File: src/rtl/txg_pkg.sv
package txg_pkg;
  typedef enum logic [2:0] {
    ST_IDLE,
    ST_FWAIT,
    ST_BEGIN,
    ST_COPY,
    ST_DONE
  } txgState_e;

  // strobes from control to datapath
  typedef struct packed {
    logic latch;   // capture the incoming descriptor
    logic dmaGo;   // read request issued this cycle
    logic finish;  // fragment copy complete
  } txgCtl_t;
endpackage

File: src/rtl/txg_datapath.sv
module txg_datapath
  import txg_pkg::*;
#(
  parameter int ADDR_W       = 32,
  parameter int LEN_W        = 15,
  parameter int STAGE_W      = 15,
  parameter int FREE_W       = 17,
  parameter int DONE_W       = 32,
  parameter int COMPLETE_BIT = 31,
  parameter int LAT_W        = 16,
  parameter int DMA_DELAY    = 4,
  parameter int DMA_FACTOR   = 1,
  parameter int BURST_BYTES  = 64
) (
  input  logic              clk,
  input  logic              rst_n,
  input  txgCtl_t           ctl,
  input  logic [ADDR_W-1:0] descAddr,
  input  logic [LEN_W-1:0]  descLen,
  input  logic              descMore,
  input  logic              descCsum,
  input  logic [FREE_W-1:0] fifoFree,
  output logic              roomOk,
  output logic [LAT_W-1:0]  copyLat,
  output logic [ADDR_W-1:0] dmaAddr,
  output logic [LEN_W-1:0]  dmaLen,
  output logic [STAGE_W-1:0] dmaOffset,
  output logic              pushValid,
  output logic [STAGE_W-1:0] pushLen,
  output logic              csumReq,
  output logic              doneValid,
  output logic [DONE_W-1:0] doneWord,
  output logic              irqTxData
);
  localparam int BURST_SH = $clog2(BURST_BYTES);
  localparam int ROOM_W   = ((FREE_W > STAGE_W) ? FREE_W : STAGE_W) + 2;
  localparam logic [DONE_W-1:0] COMPLETE_MASK = DONE_W'(1) << COMPLETE_BIT;

  logic [ADDR_W-1:0]  curAddr;
  logic [LEN_W-1:0]   curLen;
  logic               curMore, curCsum;
  logic [STAGE_W-1:0] staged;
  logic [LEN_W:0]     bursts;
  logic [STAGE_W-1:0] stagedNext;

  assign bursts     = ({1'b0, curLen} + (LEN_W+1)'(BURST_BYTES - 1)) >> BURST_SH;
  assign copyLat    = LAT_W'(DMA_DELAY) + LAT_W'(bursts) * LAT_W'(DMA_FACTOR);
  assign roomOk     = ROOM_W'(fifoFree) >= (ROOM_W'(staged) + ROOM_W'(curLen));
  assign stagedNext = staged + STAGE_W'(curLen);
  assign dmaAddr    = curAddr;
  assign dmaLen     = curLen;
  assign dmaOffset  = staged;

  always_ff @(posedge clk) begin
    if (!rst_n) begin
      curAddr   <= '0;
      curLen    <= '0;
      curMore   <= 1'b0;
      curCsum   <= 1'b0;
      staged    <= '0;
      pushValid <= 1'b0;
      pushLen   <= '0;
      csumReq   <= 1'b0;
      doneValid <= 1'b0;
      doneWord  <= '0;
      irqTxData <= 1'b0;
    end else begin
      pushValid <= 1'b0;
      csumReq   <= 1'b0;
      doneValid <= 1'b0;
      irqTxData <= 1'b0;
      if (ctl.latch) begin
        curAddr <= descAddr;
        curLen  <= descLen;
        curMore <= descMore;
        curCsum <= descCsum;
      end
      if (ctl.finish) begin
        doneValid <= 1'b1;
        irqTxData <= 1'b1;
        doneWord  <= DONE_W'(curLen) | COMPLETE_MASK;
        if (curMore) begin
          staged <= stagedNext;
        end else begin
          staged    <= '0;
          pushValid <= 1'b1;
          pushLen   <= stagedNext;
          csumReq   <= curCsum;
        end
      end
    end
  end
endmodule

File: src/rtl/txg_ctrl.sv
module txg_ctrl
  import txg_pkg::*;
#(
  parameter int LAT_W = 16
) (
  input  logic             clk,
  input  logic             rst_n,
  input  logic             descValid,
  input  logic             dmaBusy,
  input  logic             roomOk,
  input  logic [LAT_W-1:0] copyLat,
  output txgCtl_t          ctl,
  output logic             dmaStart,
  output logic             busyErr
);
  txgState_e        state;
  logic [LAT_W-1:0] cnt;

  always_comb begin
    ctl.latch  = descValid && (state == ST_IDLE);
    ctl.dmaGo  = (state == ST_BEGIN) && !dmaBusy;
    ctl.finish = (state == ST_DONE);
  end

  always_ff @(posedge clk) begin
    if (!rst_n) begin
      state    <= ST_IDLE;
      cnt      <= '0;
      dmaStart <= 1'b0;
      busyErr  <= 1'b0;
    end else begin
      dmaStart <= ctl.dmaGo;
      busyErr  <= descValid && (state != ST_IDLE);
      unique case (state)
        ST_IDLE:  if (descValid) state <= ST_FWAIT;
        ST_FWAIT: if (roomOk) state <= ST_BEGIN;
        ST_BEGIN: if (!dmaBusy) begin
          state <= ST_COPY;
          cnt   <= copyLat;
        end
        ST_COPY: begin
          if (cnt == '0) state <= ST_DONE;
          else cnt <= cnt - 1'b1;
        end
        ST_DONE:  state <= ST_IDLE;
        default:  state <= ST_IDLE;
      endcase
    end
  end
endmodule

File: src/rtl/tx_gather_dma.sv
module tx_gather_dma
  import txg_pkg::*;
#(
  parameter int ADDR_W       = 32,
  parameter int LEN_W        = 15,
  parameter int STAGE_BYTES  = 16384,
  parameter int FREE_W       = 17,
  parameter int DONE_W       = 32,
  parameter int COMPLETE_BIT = 31,
  parameter int LAT_W        = 16,
  parameter int DMA_DELAY    = 4,
  parameter int DMA_FACTOR   = 1,
  parameter int STAGE_W      = $clog2(STAGE_BYTES + 1)
) (
  input  logic               clk,
  input  logic               rst_n,
  input  logic               descValid,
  input  logic [ADDR_W-1:0]  descAddr,
  input  logic [LEN_W-1:0]   descLen,
  input  logic               descMore,
  input  logic               descCsum,
  output logic               busyErr,
  input  logic [FREE_W-1:0]  fifoFree,
  input  logic               dmaBusy,
  output logic               dmaStart,
  output logic [ADDR_W-1:0]  dmaAddr,
  output logic [LEN_W-1:0]   dmaLen,
  output logic [STAGE_W-1:0] dmaOffset,
  output logic               pushValid,
  output logic [STAGE_W-1:0] pushLen,
  output logic               csumReq,
  output logic               doneValid,
  output logic [DONE_W-1:0]  doneWord,
  output logic               irqTxData
);
  txgCtl_t          ctl;
  logic             roomOk;
  logic [LAT_W-1:0] copyLat;

  txg_ctrl #(.LAT_W(LAT_W)) u_ctrl (
    .clk(clk), .rst_n(rst_n), .descValid(descValid), .dmaBusy(dmaBusy),
    .roomOk(roomOk), .copyLat(copyLat), .ctl(ctl), .dmaStart(dmaStart),
    .busyErr(busyErr)
  );

  txg_datapath #(
    .ADDR_W(ADDR_W), .LEN_W(LEN_W), .STAGE_W(STAGE_W), .FREE_W(FREE_W),
    .DONE_W(DONE_W), .COMPLETE_BIT(COMPLETE_BIT), .LAT_W(LAT_W),
    .DMA_DELAY(DMA_DELAY), .DMA_FACTOR(DMA_FACTOR), .BURST_BYTES(64)
  ) u_dp (
    .clk(clk), .rst_n(rst_n), .ctl(ctl), .descAddr(descAddr),
    .descLen(descLen), .descMore(descMore), .descCsum(descCsum),
    .fifoFree(fifoFree), .roomOk(roomOk), .copyLat(copyLat),
    .dmaAddr(dmaAddr), .dmaLen(dmaLen), .dmaOffset(dmaOffset),
    .pushValid(pushValid), .pushLen(pushLen), .csumReq(csumReq),
    .doneValid(doneValid), .doneWord(doneWord), .irqTxData(irqTxData)
  );
endmodule

File: config.mk
export PLATFORM = sky130hd
export DESIGN_NAME = tx_gather_dma
export DESIGN_NICKNAME = d
export VERILOG_FILES = /design/src/rtl/txg_pkg.sv /design/src/rtl/txg_datapath.sv /design/src/rtl/txg_ctrl.sv /design/src/rtl/tx_gather_dma.sv
export SDC_FILE = /design/constraint.sdc
export NUM_CORES = 1
export LEC_CHECK = 0
export ABC_CLOCK_PERIOD_IN_PS = 5460
export BUFFER_PORTS_ARGS = -buffer_cell sky130_fd_sc_hd__buf_2
export CAP_MARGIN = 20
export CORE_MARGIN = 4
export CORE_UTILIZATION = 50
export CTS_CLUSTER_SIZE = 16
export DETAILED_ROUTE_END_ITERATION = 8
export PLACE_DENSITY = 0.81
export SYNTH_ARGS = -nofsm -noshare
export SYNTH_HDL_FRONTEND = slang
export SYNTH_SLANG_ARGS = --single-unit
export TNS_END_PERCENT = 50
File: constraint.sdc
create_clock -name clk -period 5.46 [get_ports clk]
set_input_delay 0.546 -clock clk [delete_from_list [all_inputs] [get_ports clk]]
set_output_delay 0.546 -clock clk [all_outputs]
set_load 0.01 [all_outputs]
==> metrics.md <==
| Metric | Value |
|---|---|
| Final period util | 0.6714 |
| DR iter-0 viols | ~350 |
| Total GRT Usage | 0.2339 |
| Pre-CTS WS | 1889 ps |
| Diode count | 0 |
| Tot Pwr | 2.453 mW |
| Peak VDD IR | 0.3961 mV |
| Yosys warning count | 0 |
| CTS buffer count | 17 |
| Synthesized instance count | 735 |
| Endpoint class of the critical path | register |
| Largest net degree at the start of global routing | 105 |
| H-Tree Depth | 4 |
| CTS resizes | 0 |
| R2R depth | 17 |
| Die Wd | 115.4 um |
| Worst Hold End | u_dp.dmaAddr[28] |
| Least-Margin Pin Slew | 1000 ps |
| Worst reg2reg path startpoint | u_dp.dmaLen[0] |
| Worst Slack Setup Final | between 1500 and 2000 ps |
| Maxcap violations | 0 |
| EDFF count, synth | 0 |
| Clock-pin slew on the worst setup and hold paths | ~60 ps |
| Leak pwr | 3.246 nW |
| Yosys cell types | 57 |
| Share of flip-flops with an asynchronous set or reset | 0 |
| Initial DRT Pass Iterations | 5 |
| Post-layout net count | roughly 990 |
| Wire length per cell | 14.96 um |
| Clock Tree Root | clkbuf_16 |
| First-pass GRT wire length | 25,130 um |
| Final WL | 15,510 um |
| Max-slew violations | 0 |
| Cell Area, Synth | between 5000 and 6000 um^2 |
| Critical Path AT | between 4000 and 5000 ps |
| DRC Markers | 0 |
| Die H | 115.4 um |
| Hold Crit Depth | 3 |
| Critical Path Fanout Max | 5 |
| Flop2flop setup slack | about 1800 ps |
| Hold wc startpoint | descAddr[28] |
| Die area | approximately 13,000 um^2 |
| Hold buffer count at cts | 0 |
| Status | complete, no violations |
| Routed vias/inst | 5.323 |
| CTS Sinks | 119 |
| Fin. Hold Viols | 0 |
| Post-DRT Antenna Nets | 0 |
| Starting density of the core | 0.5202 |
| FMAX | 272.8 MHz |
| Sum Neg Setup Slack | 0 ps |
| Syn_area_per_cell | 7.841 um^2 |
| Hold WS | 361.2 ps |
| Tightest Hold Check Type | input port to register |
| Critical path class | register to register |
| Routability cong. | 0.8195 |
| Worst r2r dst | u_ctrl.state[0] |
| # setup viols final | 0 |
| Slew headroom | 0.3306 |
| HPWL after DPL | 10,970 um |
| Max clock buf depth | 2 |
| CP required | 5810 ps |
| Critical Path Source Type | register |
| Clock skew | ~13 ps |
| # rows | 38 |
| Vias in the first global route | 5,216 |
| Cell Pwr Density | 340.0 nW/um^2 |
| Post-CTS Setup Inserts | 0 |
| RSZ-0062 raised after global routing | false |
| IO Count | 185 |
| CTS tree | yes |
| Placeable Area | about 11,000 um^2 |
| Predominant post-synthesis flop cell | dfxtp_1 |
| Fin crit period | 3666 ps |
| Share of cells above drive strength 1 | 0.2453 |
| Share of the yosys chip area belonging to registers | 0.4134 |
| Via Count | 5,520 |
| Gr ovfl total | 0 |
| IO buf count | about 170 |
| Synthesized flop and latch total | ~120 |
| Layout Area Growth over Synthesis | 25.21% |
| Later-pin clock latency in the skew report | about 410 ps |
| Initial antenna violation count | 1 |
==> sequential cells by signal (all words and copies together), names as in the netlist <==
| name | flops |
|---|---|
| u_ctrl.busyErr | 1 |
| u_ctrl.cnt | 16 |
| u_ctrl.dmaStart | 1 |
| u_ctrl.state | 3 |
| u_dp.csumReq | 1 |
| u_dp.curCsum | 1 |
| u_dp.curMore | 1 |
| u_dp.dmaAddr | 32 |
| u_dp.dmaLen | 15 |
| u_dp.dmaOffset | 15 |
| u_dp.doneWord | 16 |
| u_dp.irqTxData | 1 |
| u_dp.pushLen | 15 |
| u_dp.pushValid | 1 |
==> synth_stat cells, drive strengths merged, types with 3 or more instances <==
| master | number | area, um^2 |
|---|---|---|
| a21oi | 106 | 534.3 |
| nor2b | 4 | 25.02 |
| nor2 | 58 | 217.7 |
| a21o | 5 | 38.79 |
| nor4 | 8 | 56.30 |
| o21a | 3 | 22.52 |
| nor3b | 3 | 27.52 |
| inv | 15 | 56.30 |
| a31oi | 4 | 37.53 |
| a22oi | 12 | 90.09 |
| dfxtp | 119 | 2382 |
| ha | 30 | 375.4 |
| nor3 | 13 | 65.06 |
| and2 | 5 | 31.28 |
| a211oi | 8 | 65.06 |
| o21ai | 14 | 70.07 |
| o311ai | 3 | 26.28 |
| nand2b | 7 | 43.79 |
| o21bai | 5 | 41.29 |
| o22ai | 3 | 18.77 |
| nand2 | 177 | 664.4 |
| buf | 19 | 135.1 |
| clkbuf | 39 | 146.4 |
| xor2 | 12 | 112.6 |
| o211ai | 3 | 22.52 |
| and3 | 4 | 25.02 |
| xnor2 | 18 | 157.7 |
| nand3 | 13 | 70.07 |
| nand4 | 5 | 31.28 |
==> area by class of cell <==
| type | count | area, um^2 |
|---|---|---|
| repair buffers | 173 | 898.4 |
| inverters | 15 | 56.30 |
| flip-flops and latches | 119 | 2382 |
| well taps | 140 | 175.2 |
| clock buffers | 18 | 439.2 |
| multi-input cells | 558 | 3100 |
| fillers | 1006 | 3862 |
| clock inverters | 14 | 163.9 |
==> metal layers <==
layer,global-route usage,vias to the layer above,share of wire
met5,0,-,0.00084
met4,0.06416,2,0.011
met3,0.07579,21,0.075
met2,0.3765,199,0.48
met1,0.3030,2511,0.43
li1,-,2787,-
==> stage by stage <==
step	utilization	std cells	area, um^2
3_5_place_dp	0.5937	1003	6578
5_1_grt	0.6513	1037	7216
2_1_floorplan	-	750	5819
6_report	0.6513	1037	7216
3_3_place_gp	0.5937	1003	6578
4_1_cts	0.6482	1035	7181
==> report_power, final <==
group | total, mW | internal (mW) | switching, mW
logic | 0.358 | 0.138 | 0.220
clock network | 1.13 | 0.697 | 0.437
registers | 0.961 | 0.914 | 0.0470
==> how the worst max path moves through the flow <==
stage	from	endpoint	slack (ps)	cells after the start
after floorplan	u_dp.dmaLen[0]	u_ctrl.state[1]	2120	17
after global placement	u_dp.dmaLen[0]	u_ctrl.state[1]	1920	17
after detailed placement	u_dp.dmaLen[0]	u_ctrl.state[1]	1890	17
after CTS	u_dp.dmaLen[0]	u_ctrl.state[1]	1830	17
after global routing	u_dp.dmaLen[1]	u_ctrl.state[0]	1460	17
final	u_dp.dmaLen[0]	u_ctrl.state[0]	1790	17
==> critical path, cell delays in order (launching register included) <==
cell	delay (ps)
dfxtp_1	350
ha_1	250
fa_1	430
a21oi_2	180
nor3b_2	80
nor2_1	150
o21bai_1	80
a21oi_1	180
xnor2_1	180
inv_1	80
ha_1	190
a2111oi_0	400
a21oi_1	140
nor3_1	170
o21ai_0	100
and3_1	190
a211oi_2	260
a41o_1	200
==> cells by family after synthesis <==
logic type               count (synthesis)  share of synthesized area
AO/OA/AOI/OAI                          174                     0.1802
XOR/XNOR                                30                    0.04690
adder cells (fa/ha/maj)                 32                    0.07034
buffers and inverters                   73                    0.05862
flip-flops                             119                     0.4134
other                                    1                  0.0006507
AND/OR/NAND/NOR                        306                     0.2299
==> cell usage in the layout, fill, tap and decap left out, drive strengths merged, types with 7 or more instances in the layout <==
cell,instances
clkbuf,18
a22oi,12
ha,30
o21ai,14
dfxtp,119
nand3,13
xnor2,18
inv,21
a21oi,106
xor2,12
nand2,177
nor3,13
a211oi,8
nand2b,7
buf,173
nor2,58
conb,16
nor4,8
Note: power is estimated with default switching activity, not from simulation.
